### src/rtl/cis_pkg.sv
// Shared types for the core idle state sequencer.
// Assumes: state encodings are private; only the package code leaves the block.
package cis_pkg;

    typedef enum logic [1:0] {
        ST_ACTIVE = 2'd0,
        ST_FLUSH  = 2'd1,
        ST_SLP3   = 2'd2,
        ST_SLP4   = 2'd3
    } core_st_e;

    // Codes seen by the package coordinator.
    localparam logic [1:0] PKG_RUN     = 2'b00;
    localparam logic [1:0] PKG_SHALLOW = 2'b01;  // reserved, never produced here
    localparam logic [1:0] PKG_SLP3    = 2'b10;
    localparam logic [1:0] PKG_SLP4    = 2'b11;

    // Maps an internal state to the coordinator code.
    function automatic logic [1:0] pkg_code(input core_st_e st);
        case (st)
            ST_SLP3: pkg_code = PKG_SLP3;
            ST_SLP4: pkg_code = PKG_SLP4;
            default: pkg_code = PKG_RUN;
        endcase
    endfunction

endpackage

### src/rtl/cis_entry_decode.sv
// Merges the per-source sleep request pulses into one start strobe and a
// depth select. Assumes requests are single-cycle pulses; they only count
// while enable (active state) is high. The deeper level wins a tie.
module cis_entry_decode #(
    parameter int NUM_SRC = 2
) (
    input  logic               enable,
    input  logic [NUM_SRC-1:0] lvl3_src,
    input  logic [NUM_SRC-1:0] lvl4_src,
    output logic               start,
    output logic               deep
);
    // Combine sources and qualify with the enable.
    always_comb begin
        deep  = enable & (|lvl4_src);
        start = enable & ((|lvl3_src) | (|lvl4_src));
    end
endmodule

### src/rtl/cis_wake_prio.sv
// Ranks the activity lines and returns the code of the highest-ranked line
// that is allowed to wake the core. Line i carries code i+1; line 0 ranks
// highest. WAKE_MASK selects which lines are wake events; the others are
// observed but can never wake the core.
module cis_wake_prio #(
    parameter int                 NUM_LINES = 8,
    parameter logic [NUM_LINES-1:0] WAKE_MASK = '1,
    localparam int                CODE_W    = $clog2(NUM_LINES + 1)
) (
    input  logic [NUM_LINES-1:0] lines,
    output logic                 any,
    output logic [CODE_W-1:0]    code
);
    logic [NUM_LINES-1:0] qual;
    logic [NUM_LINES-1:0] hit;

    // Drop lines that are not wake events.
    always_comb qual = lines & WAKE_MASK;

    // One-hot winner: a line hits only if no higher-ranked line is present.
    genvar gi;
    generate
        for (gi = 0; gi < NUM_LINES; gi++) begin : g_rank
            if (gi == 0) begin : g_top
                assign hit[gi] = qual[gi];
            end else begin : g_rest
                assign hit[gi] = qual[gi] & ~(|qual[gi-1:0]);
            end
        end
    endgenerate

    // Encode the winner.
    always_comb begin
        any  = |qual;
        code = '0;
        for (int i = 0; i < NUM_LINES; i++) begin
            if (hit[i]) code = code | CODE_W'(i + 1);
        end
    end
endmodule

### src/rtl/cis_monitor_flag.sv
// Holds the armed state of the address monitor. Assumes arm and clear are
// pulses; clear wins. Sleep state has no path into this register.
module cis_monitor_flag (
    input  logic clk,
    input  logic rst_n,
    input  logic arm,
    input  logic clr,
    output logic armed
);
    // Armed flag register.
    always_ff @(posedge clk) begin
        if (!rst_n)   armed <= 1'b0;
        else if (clr) armed <= 1'b0;
        else if (arm) armed <= 1'b1;
    end
endmodule

### src/rtl/core_idle_seq.sv
// Core idle state sequencer: takes one core from active through a cache
// flush handshake into level-3 or level-4 sleep, gates its clock, and
// returns it to active on a ranked wake event. Snoops and sibling traffic
// are routed to the ranker but masked, so they never wake the core.
// Assumes: request and wake inputs are synchronous to clk; flush_done is
// only meaningful while flush_req is high.
module core_idle_seq
    import cis_pkg::*;
#(
    parameter int NUM_REQ_SRC = 2,
    parameter int NUM_WAKE    = 6,
    parameter int NUM_QUIET   = 2,
    localparam int NUM_LINES  = NUM_WAKE + NUM_QUIET,
    localparam int CAUSE_W    = $clog2(NUM_LINES + 1)
) (
    input  logic               clk,
    input  logic               rst_n,
    input  logic               io_lvl3_req,
    input  logic               mwait_c3_req,
    input  logic               io_lvl4_req,
    input  logic               mwait_c4_req,
    input  logic               flush_done,
    input  logic               snoop_hit,
    input  logic               sibling_cacheable,
    input  logic               wake_monitor,
    input  logic               wake_smi,
    input  logic               wake_init,
    input  logic               wake_nmi,
    input  logic               wake_intr,
    input  logic               wake_bus_msg,
    input  logic               monitor_arm,
    input  logic               monitor_clr,
    output logic               flush_req,
    output logic               clk_gate_en,
    output logic [1:0]         pkg_state,
    output logic [CAUSE_W-1:0] wake_cause,
    output logic               monitor_armed
);
    localparam logic [NUM_LINES-1:0] WAKE_MASK =
        {{NUM_QUIET{1'b0}}, {NUM_WAKE{1'b1}}};

    core_st_e             state;
    core_st_e             target;
    logic [CAUSE_W-1:0]   pend_cause;
    logic                 start, deep;
    logic                 wake_any;
    logic [CAUSE_W-1:0]   wake_code;
    logic [NUM_LINES-1:0] lines;

    // Activity lines in rank order; the last two are never wake events.
    always_comb begin
        lines = {sibling_cacheable, snoop_hit, wake_monitor, wake_intr,
                 wake_bus_msg, wake_nmi, wake_smi, wake_init};
    end

    cis_entry_decode #(.NUM_SRC(NUM_REQ_SRC)) u_entry (
        .enable   (state == ST_ACTIVE),
        .lvl3_src ({io_lvl3_req, mwait_c3_req}),
        .lvl4_src ({io_lvl4_req, mwait_c4_req}),
        .start    (start),
        .deep     (deep)
    );

    cis_wake_prio #(.NUM_LINES(NUM_LINES), .WAKE_MASK(WAKE_MASK)) u_prio (
        .lines (lines),
        .any   (wake_any),
        .code  (wake_code)
    );

    cis_monitor_flag u_mon (
        .clk   (clk),
        .rst_n (rst_n),
        .arm   (monitor_arm),
        .clr   (monitor_clr),
        .armed (monitor_armed)
    );

    // Main sequencer: entry, flush wait with abort capture, sleep, wake.
    always_ff @(posedge clk) begin
        if (!rst_n) begin
            state      <= ST_ACTIVE;
            target     <= ST_SLP3;
            pend_cause <= '0;
            wake_cause <= '0;
        end else begin
            case (state)
                ST_ACTIVE: begin
                    if (start) begin
                        state      <= ST_FLUSH;
                        target     <= deep ? ST_SLP4 : ST_SLP3;
                        pend_cause <= '0;
                    end
                end
                ST_FLUSH: begin
                    if (flush_done) begin
                        if (pend_cause != '0) begin
                            state      <= ST_ACTIVE;
                            wake_cause <= pend_cause;
                        end else if (wake_any) begin
                            state      <= ST_ACTIVE;
                            wake_cause <= wake_code;
                        end else begin
                            state <= target;
                        end
                        pend_cause <= '0;
                    end else if (pend_cause == '0 && wake_any) begin
                        pend_cause <= wake_code;
                    end
                end
                ST_SLP3, ST_SLP4: begin
                    if (wake_any) begin
                        state      <= ST_ACTIVE;
                        wake_cause <= wake_code;
                    end
                end
                default: state <= ST_ACTIVE;
            endcase
        end
    end

    // Output decode from the state register.
    always_comb begin
        flush_req   = (state == ST_FLUSH);
        clk_gate_en = (state == ST_SLP3) || (state == ST_SLP4);
        pkg_state   = pkg_code(state);
    end

endmodule

### config.mk
export PLATFORM = sky130hd
export DESIGN_NAME = core_idle_seq
export DESIGN_NICKNAME = d
export VERILOG_FILES = /design/src/rtl/cis_pkg.sv /design/src/rtl/cis_entry_decode.sv /design/src/rtl/cis_wake_prio.sv /design/src/rtl/cis_monitor_flag.sv /design/src/rtl/core_idle_seq.sv
export SDC_FILE = /design/constraint.sdc
export NUM_CORES = 1
export LEC_CHECK = 0
export ABC_AREA = 0
export ABC_CLOCK_PERIOD_IN_PS = 2900
export BUFFER_PORTS_ARGS = -buffer_cell sky130_fd_sc_hd__buf_2
export CAP_MARGIN = 20
export CORE_MARGIN = 4
export CORE_UTILIZATION = 40
export CTS_CLUSTER_SIZE = 28
export DETAILED_ROUTE_END_ITERATION = 16
export GPL_ROUTABILITY_DRIVEN = 0
export PLACE_DENSITY = 0.68
export SYNTH_ARGS = -nofsm -noshare
export SYNTH_HDL_FRONTEND = slang
export SYNTH_SLANG_ARGS = --single-unit
### constraint.sdc
create_clock -name clk -period 2.9 [get_ports clk]
set_input_delay 0.145 -clock clk [delete_from_list [all_inputs] [get_ports clk]]
set_output_delay 0.145 -clock clk [all_outputs]
set_load 0.01 [all_outputs]
==> results.json, run 1 <==
{
  "outcome": "completed",
  "synth_area_per_cell_sq_um": 9.39,
  "power_frac_seq": 0.518,
  "synth_area_sq_um": 573,
  "fp.dieH_um": 45.9,
  "layout_common_cells": "23 x buf_2, 11 x dfxtp_1, 7 x nor2_1",
  "pwr-share-clk": 0.329,
  "pwr_density_cell_mw_per_mm2": 440,
  "num-fill-cells": 130,
  "ir_drop_mv": 0.352,
  "drive_gt1_frac": 0.388,
  "rsz0062_at_grt": "no",
  "arrival_ps": 1530,
  "ys_types": 31,
  "nNetsFinal": 103,
  "worst_slew_pin_slew_ps": 334,
  "synth_fp_nets": 78,
  "critical_path_class": "reg -> reg",
  "drtAntennaViolNets": 0,
  "drtIter0Drc": 6,
  "vias": 552,
  "ctsLongestPathBuffers": 2,
  "drtPass1Iterations": 4,
  "max_freq_ghz": 0.724,
  "grt_max_degree": 13,
  "synth_cells": 61,
  "synth-edff-count": 0,
  "io_buffers": 23,
  "htreeDepth": 1,
  "relSlewSlack": 0.777,
  "hold_path_class": "in -> reg",
  "crit_slowest_cell": "dfxtp_1",
  "path_max_fanout": 12,
  "start_kind": "register",
  "clock-sinks": 11,
  "drc_errors": 0,
  "diodes": 0,
  "end_kind": "register",
  "hold_viol_final": 0,
  "die_w_um": 45.9,
  "wl_mm": 1.24,
  "grt_pass1_wl_mm": 1.99,
  "syn2layout_area_growth_pct": 24.0,
  "overflow": 0,
  "cts-resized-gates": 0,
  "viasPerCell": 5.52,
  "clk_pin_slew_ps": 70,
  "clock_latency_ps": 270,
  "place.detailed.hpwl_mm": 1.02,
  "track_usage": 0.131,
  "period_needed_ps": 1380,
  "ys_async_sr_fraction": 0,
  "grt_pass1_vias": 476,
  "slowest_delay_ps": 520,
  "antenna_found_initial": 0,
  "power_leakage_nw": 0.332,
  "combPwrFrac": 0.153,
  "coreArea_sq_mm": 0.00132,
  "seq_area_frac_synth": 0.384,
  "drv_slew": 0,
  "tritoncts": "built",
  "critical_path_required_ps": 3050,
  "ys_warn_count": 0,
  "wl_per_cell_um": 12.4,
  "synth_ff_type": "dfxtp_1",
  "skew_ps": 3.73,
  "post_cts_buffers": 0,
  "cp.buffers_inverters": 0,
  "cpLargestDelayFamily": "flip-flops",
  "finalSetupTns_ps": 0,
  "hold_ws_ps": 30.9,
  "min_period_over_period": 0.476,
  "hold_buffers": 0,
  "yosys_register_bits": 11,
  "crit_chain": "and2b_1 > and3_1 > a221o_1",
  "initial_utilization": 0.435,
  "die_area_sq_mm": 0.00210,
  "p_sw_uw": 78.5,
  "final_common_cell": "buf_2",
  "setup_viol": 0,
  "root_buffer": "clkbuf_4",
  "num_rows": 13,
  "switching_share": 0.251,
  "max_cap_violations": 0,
  "cts_buffers": 3,
  "internal-power_uw": 234,
  "ios": 26
}
-- path summary, 6_finish.rpt --
check                start       endpoint  slack [ps]  cells past startpoint
min            monitor_clr    u_mon.armed          30                      2
max               state[1]  wake_cause[2]        1520                      3
min reg2reg  wake_cause[3]  wake_cause[3]         470                      1
max reg2reg       state[1]  wake_cause[2]        1520                      3
-- flip-flops by register name (all words and copies together) (netlist names) --
register	flops
target	1
state	2
wake_cause	4
u_mon.armed	1
pend_cause	3
-- synthesized netlist by cell type, types with 2 or more instances --
| cell | count | area (sq um) |
|---|---|---|
| nor3b_1 | 2 | 15.0 |
| o21ai_0 | 3 | 15.0 |
| and2_1 | 2 | 12.5 |
| nor2_1 | 7 | 26.3 |
| a221o_1 | 3 | 30.0 |
| nor3_2 | 3 | 30.0 |
| nand2_1 | 3 | 11.3 |
| a21oi_1 | 2 | 10.0 |
| dfxtp_1 | 11 | 220 |
| nor2b_1 | 2 | 12.5 |
| and3_1 | 2 | 12.5 |
| o2bb2ai_1 | 2 | 17.5 |
-- per-layer routing --
metal  track usage  vias up  share of wire
met5             0        -              0
met4        0.0341        0          0.015
li1              -      280              -
met1         0.155      253           0.42
met2         0.220       17           0.49
met3        0.0474        2          0.067
-- area by class of cell --
class	count	area, sq um	share of cell area
Sequential cell	11	220	0.310
Tap cell	15	18.8	0.0264
Timing Repair Buffer	23	115	0.162
Clock buffer	4	26.3	0.0370
Multi-Input combinational cell	47	330	0.465
-- stage by stage --
stage	cell area [sq um]	std cells	util	setup WS (ps)	total power, mW
6_report	711	100	0.539	1520	0.313
5_1_grt	711	100	0.539	1450	0.333
4_1_cts	711	100	0.539	1510	0.318
3_5_place_dp	684	96	0.519	1520	0.214
3_3_place_gp	684	96	0.519	1530	0.212
2_1_floorplan	573	61	-	1750	0.191
-- kinds of logic (layout without fill, tap and decap cells) --
family | Yosys count | count (layout) | share of synthesized area
muxes | 1 | 1 | 0.0175
DFF | 11 | 11 | 0.384
buffers and inverters | 3 | 27 | 0.0393
AOI/OAI and AO/OA | 19 | 19 | 0.264
and+or+nand+nor | 27 | 27 | 0.295
-- power groups by stage --
stage	combinational (mW)	clock, mW	sequential, mW
after global routing	0.0534	0.117	0.163
final	0.0478	0.103	0.162
after detailed placement	0.0478	0	0.166
after global placement	0.0471	0	0.165
after CTS	0.0480	0.108	0.162
after floorplan	0.0249	0	0.166
Note: power is estimated with default switching activity, not from simulation.
==> run 2, diff against run 1 <==
--- a/config.mk
+++ b/config.mk
@@ -6,7 +6,7 @@
 export NUM_CORES = 1
 export LEC_CHECK = 0
 export ABC_AREA = 0
-export ABC_CLOCK_PERIOD_IN_PS = 2900
+export ABC_CLOCK_PERIOD_IN_PS = 1300
 export BUFFER_PORTS_ARGS = -buffer_cell sky130_fd_sc_hd__buf_2
 export CAP_MARGIN = 20
 export CORE_MARGIN = 4
==> constraint.sdc (replaced) <==
create_clock -name clk -period 1.3 [get_ports clk]
set_input_delay 0.065 -clock clk [delete_from_list [all_inputs] [get_ports clk]]
set_output_delay 0.065 -clock clk [all_outputs]
set_load 0.01 [all_outputs]
==> results.json, run 2 (synthesis gave the netlist of run 1 again) <==
{
  "cts_buffers": 3,
  "drc_errors": 0,
  "htreeDepth": 1,
  "wl_mm": 1.25,
  "place.detailed.hpwl_mm": 1.05,
  "largest_reg_flops": 4,
  "clock-sinks": 11,
  "clock_latency_ps": 270,
  "io_buffers": 23,
  "ir_drop_mv": 0.567,
  "path_max_fanout": 6,
  "viasPerCell": 5.27,
  "r2r_slack_ps": 70,
  "post-route-util": 0.580,
  "antenna_found_initial": 0,
  "pwr_density_cell_mw_per_mm2": 928,
  "die_w_um": 45.9,
  "nNetsFinal": 108,
  "drtIter0Drc": 12,
  "vias": 553,
  "ios": 26,
  "critical_path_required_ps": 1450,
  "diodes": 0,
  "drv_slew": 0,
  "ctsLongestPathBuffers": 2,
  "critical_path_class": "reg -> reg",
  "arrival_ps": 1380,
  "setup_viol": 0,
  "wl_per_cell_um": 11.9,
  "max_freq_ghz": 0.812,
  "end_kind": "register",
  "root_buffer": "clkbuf_4",
  "num_rows": 13,
  "drtAntennaViolNets": 0,
  "worst_slew_pin_slew_ps": 295,
  "initial_utilization": 0.435,
  "power_uw": 710,
  "clk_pin_slew_ps": 70,
  "relSlewSlack": 0.802,
  "fp.dieH_um": 45.9,
  "max_cap_violations": 0,
  "drtPass1Iterations": 3,
  "period_needed_ps": 1230,
  "hold_viol_final": 0,
  "coreArea_sq_mm": 0.00132,
  "power_leakage_nw": 0.364,
  "hold_ws_ps": 59.9,
  "drive_gt1_frac": 0.456,
  "start_kind": "register",
  "overflow": 0,
  "syn2layout_area_growth_pct": 33.4,
  "hold_path_class": "in -> reg",
  "grt_pass1_wl_mm": 2.08,
  "grt_pass1_vias": 506,
  "track_usage": 0.136,
  "layout_common_cells": "23 x buf_2, 8 x dfxtp_1, 7 x nor2_1, 4 x buf_4",
  "grt_max_degree": 10,
  "skew_ps": 7.87,
  "final_common_cell": "buf_2",
  "regMostFlops": "wake_cause",
  "outcome": "completed",
  "tritoncts": "built",
  "min_period_over_period": 0.948,
  "largestRegisters": "wake_cause: 4 flops, pend_cause: 3 flops, state: 2 flops",
  "die_area_sq_mm": 0.00210
}
[run 2: cell types whose count changed in the layout (fill, tap and decap cells not counted)]
| cell | before | now |
|---|---|---|
| a21boi_1 | 1 | 0 |
| a21boi_2 | 0 | 1 |
| buf_4 | 0 | 4 |
| nor3_2 | 3 | 2 |
| dfxtp_1 | 11 | 8 |
| nor3_4 | 0 | 1 |
| dlygate4sd3_1 | 0 | 1 |
| dfxtp_2 | 0 | 3 |
[run 2: per-stage QoR]
stage / setup slack (ps) / instances / instance area, sq um / setup TNS (ps)
finish: 68.2 / 105 / 764 / 0
detailed placement: 25.5 / 100 / 714 / 0
CTS: 5.31 / 105 / 751 / 0
global route: -3.75 / 105 / 764 / -3.75
floorplan: 155 / 61 / 573 / 0
global placement: 55.6 / 100 / 714 / 0
[run 2: critical path, stage by stage, from the launching register on]
cell and delay [ps]:
dfxtp_1 390, and2b_1 230, and3_1 210, a221o_1 290
[run 2: final cells by class]
type / instances / area, sq um
Clock buffer: 4 / 26.3
Fill cell: 127 / 553
Multi-Input combinational cell: 47 / 340
Sequential cell: 11 / 224
Tap cell: 15 / 18.8
Timing Repair Buffer: 28 / 155
[run 2: timing repair]
item,4_1_cts,5_1_grt
gates resized for setup,0,5
hold buffers,1,0
setup endpoints to repair,0,4
hold endpoints to repair,1,0
setup buffers,0,0
[run 2: worst paths after layout]
check / from / to / cells after the start
worst max-delay path: state[1] / wake_cause[2] / 3
worst min-delay path: monitor_arm / u_mon.armed / 3
worst max register to register: state[1] / wake_cause[2] / 3
worst min register to register: wake_cause[3] / wake_cause[3] / 1
[run 2: metal layers]
| layer | up-vias | track usage | share of wire |
|---|---|---|---|
| met5 | - | 0 | 0 |
| met4 | 0 | 0.0511 | 0.014 |
| met3 | 2 | 0.0356 | 0.061 |
| met2 | 15 | 0.212 | 0.45 |
| met1 | 250 | 0.176 | 0.47 |
| li1 | 286 | - | - |
[run 2: where the power goes]
part | internal, mW | total, mW | switching (mW)
Clock | 0.119 | 0.231 | 0.112
Sequential | 0.351 | 0.362 | 0.0110
Combinational | 0.0610 | 0.117 | 0.0555
==> run 3, diff against run 2 <==
--- a/config.mk
+++ b/config.mk
@@ -14,7 +14,8 @@
 export CTS_CLUSTER_SIZE = 28
 export DETAILED_ROUTE_END_ITERATION = 16
 export GPL_ROUTABILITY_DRIVEN = 0
-export PLACE_DENSITY = 0.68
+export PLACE_DENSITY = 0.65
 export SYNTH_ARGS = -nofsm -noshare
 export SYNTH_HDL_FRONTEND = slang
+export SYNTH_HIERARCHICAL = 1
 export SYNTH_SLANG_ARGS = --single-unit
==> results.json, run 3 <==
{
  "drtIter0Drc": 6,
  "r2r_slack_ps": -40,
  "place.detailed.hpwl_mm": 1.44,
  "violations": "negative setup slack",
  "cts_buffers": 3,
  "rsz0062_at_grt": "yes",
  "coreArea_sq_mm": 0.00173,
  "seq_area_frac_synth": 0.330,
  "pwr_density_cell_mw_per_mm2": 819,
  "clock_latency_ps": 280,
  "drtPass1Iterations": 4,
  "hold_viol_final": 0,
  "drtAntennaViolNets": 0,
  "wl_mm": 2.06,
  "start_kind": "register",
  "overflow": 0,
  "synth_area_sq_um": 728,
  "multiInputGateArea_sq_um": 472,
  "grt_pass1_wl_mm": 3.26,
  "drv_slew": 0,
  "finalSetupTns_ps": -51.7,
  "drive_gt1_frac": 0.465,
  "crit_slowest_cell": "dfxtp_2",
  "path_max_fanout": 4,
  "internal-power_uw": 616,
  "met3_usage": 0.0564,
  "yosysTopAreaCellShare": 0.330,
  "clk_pin_slew_ps": 80,
  "synth_area_per_cell_sq_um": 8.00,
  "die_w_um": 50.7,
  "top_usage_layer": "met2",
  "seq_area_sq_um": 249,
  "pwr-share-clk": 0.271,
  "holdPathStages": 3,
  "grtUsageMet1": 0.190,
  "power_uw": 870,
  "hold_ws_ps": 77.8,
  "synth_cells": 91,
  "num_rows": 15,
  "largestRegisters": "pend_cause: 4 flops, wake_cause: 4 flops, state: 2 flops",
  "yosysTopAreaCell": "dfxtp_1",
  "grt_pass1_vias": 779,
  "switching_share": 0.292,
  "tritoncts": "built",
  "initial_utilization": 0.422,
  "post-route-util": 0.615,
  "outcome": "complete, but fails checks",
  "max_cap_violations": 0,
  "power_leakage_nw": 0.461,
  "ios": 26,
  "min_period_over_period": 1.03,
  "track_usage": 0.165,
  "ir_drop_mv": 0.635,
  "vias": 818,
  "layout_common_cells": "23 x buf_2, 14 x buf_4, 10 x o21ai_0, 7 x inv_1, 7 x dfxtp_1",
  "synth_ff_type": "dfxtp_1",
  "worst_slack_ps": -42.2,
  "yosys_register_bits": 12,
  "grt_max_degree": 25,
  "ctsLongestPathBuffers": 2,
  "power_frac_seq": 0.458,
  "ys_async_sr_fraction": 0,
  "syn2layout_area_growth_pct": 45.9,
  "drc_errors": 0,
  "synth-edff-count": 0,
  "synthTopCellsByCount": "12 x dfxtp_1, 10 x o21ai_0, 7 x inv_1, 7 x nor3_1",
  "diodes": 0,
  "critical_path_required_ps": 1500,
  "wl_per_cell_um": 13.5,
  "clock-sinks": 12,
  "grtUsageMet2": 0.283,
  "final_common_cell": "buf_2",
  "io_buffers": 23,
  "htreeDepth": 1,
  "p_sw_uw": 254,
  "critical_path_class": "reg -> reg",
  "setup_viol": 3,
  "synth.most_common_cell": "dfxtp_1",
  "synth_fp_nets": 108,
  "end_kind": "register",
  "antenna_found_initial": 0,
  "root_buffer": "clkbuf_4",
  "viasPerCell": 5.38,
  "period_needed_ps": 1340,
  "r2r_cells": 5,
  "ys_types": 31,
  "fp.dieH_um": 50.7,
  "synth_area_leaders": "dfxtp_1 33%, o21ai_0 6.9%, a31oi_1 5.2%",
  "crit_chain": "nor4_4 > buf_4 > buf_6 > a31oi_2 > nor3_2",
  "slowest_delay_ps": 340,
  "nNetsFinal": 146,
  "num-fill-cells": 165,
  "arrival_ps": 1540,
  "skew_ps": 6.78,
  "max_freq_ghz": 0.745,
  "die_area_sq_mm": 0.00257,
  "hold_path_class": "in -> reg",
  "combPwrFrac": 0.272,
  "ys_warn_count": 6
}
## run 3: power by group through the flow
stage	registers (mW)	logic, mW	clock network (mW)
after CTS	0.399	0.210	0.251
after global placement	0.407	0.202	0
after floorplan	0.411	0.119	0
after global routing	0.400	0.260	0.264
final	0.398	0.237	0.235
after detailed placement	0.408	0.206	0
## run 3: routing by layer
layer	vias to the layer above	routed length, um
met4	0	34
met5	-	0
met1	380	887
met3	7	113
met2	22	1020
li1	409	-
## run 3: kinds of logic after synthesis
family | count (synthesis) | synth area share
other cells | 1 | 0.00515
compound gates | 35 | 0.313
flops | 12 | 0.330
simple gates | 28 | 0.253
buf+inv | 14 | 0.0842
mux | 1 | 0.0155
## run 3: timing repair
item | in CTS | in global routing
resized for setup | 2 | 10
endpoints found under the hold margin | 1 | 0
setup endpoints to repair | 2 | 11
buffers inserted | 0 | 2
pin swaps | 0 | 9
hold buffers | 1 | 0
## run 3: stage by stage
step	cell area [sq um]	std cells	setup WS, ps
global route	1060	152	-110
global placement	968	146	17.6
detailed placement	968	146	-12.2
CTS	1000	150	3.39
floorplan	756	91	-145
finish	1060	152	-42.2
## run 3: critical path: cells and delay by family, from the launching register on
kind	cells	cell delay [ps]
flops	1	340
buf+inv	2	290
compound gates	1	90
simple gates	2	530
## run 3: path summary, 6_finish.rpt
check	start	endpoint
min reg2reg	wake_cause[1]	wake_cause[1]
max reg2reg	pend_cause[0]	pend_cause[1]
max	pend_cause[0]	pend_cause[1]
min	monitor_arm	u_mon/armed
## run 3: layout make-up
class | instances | area share
clock buffer | 3 | 0.0212
tap | 25 | 0.0294
inverter | 7 | 0.0247
timing repair buffer | 40 | 0.246
sequential | 12 | 0.234
multi-input combinational | 65 | 0.444
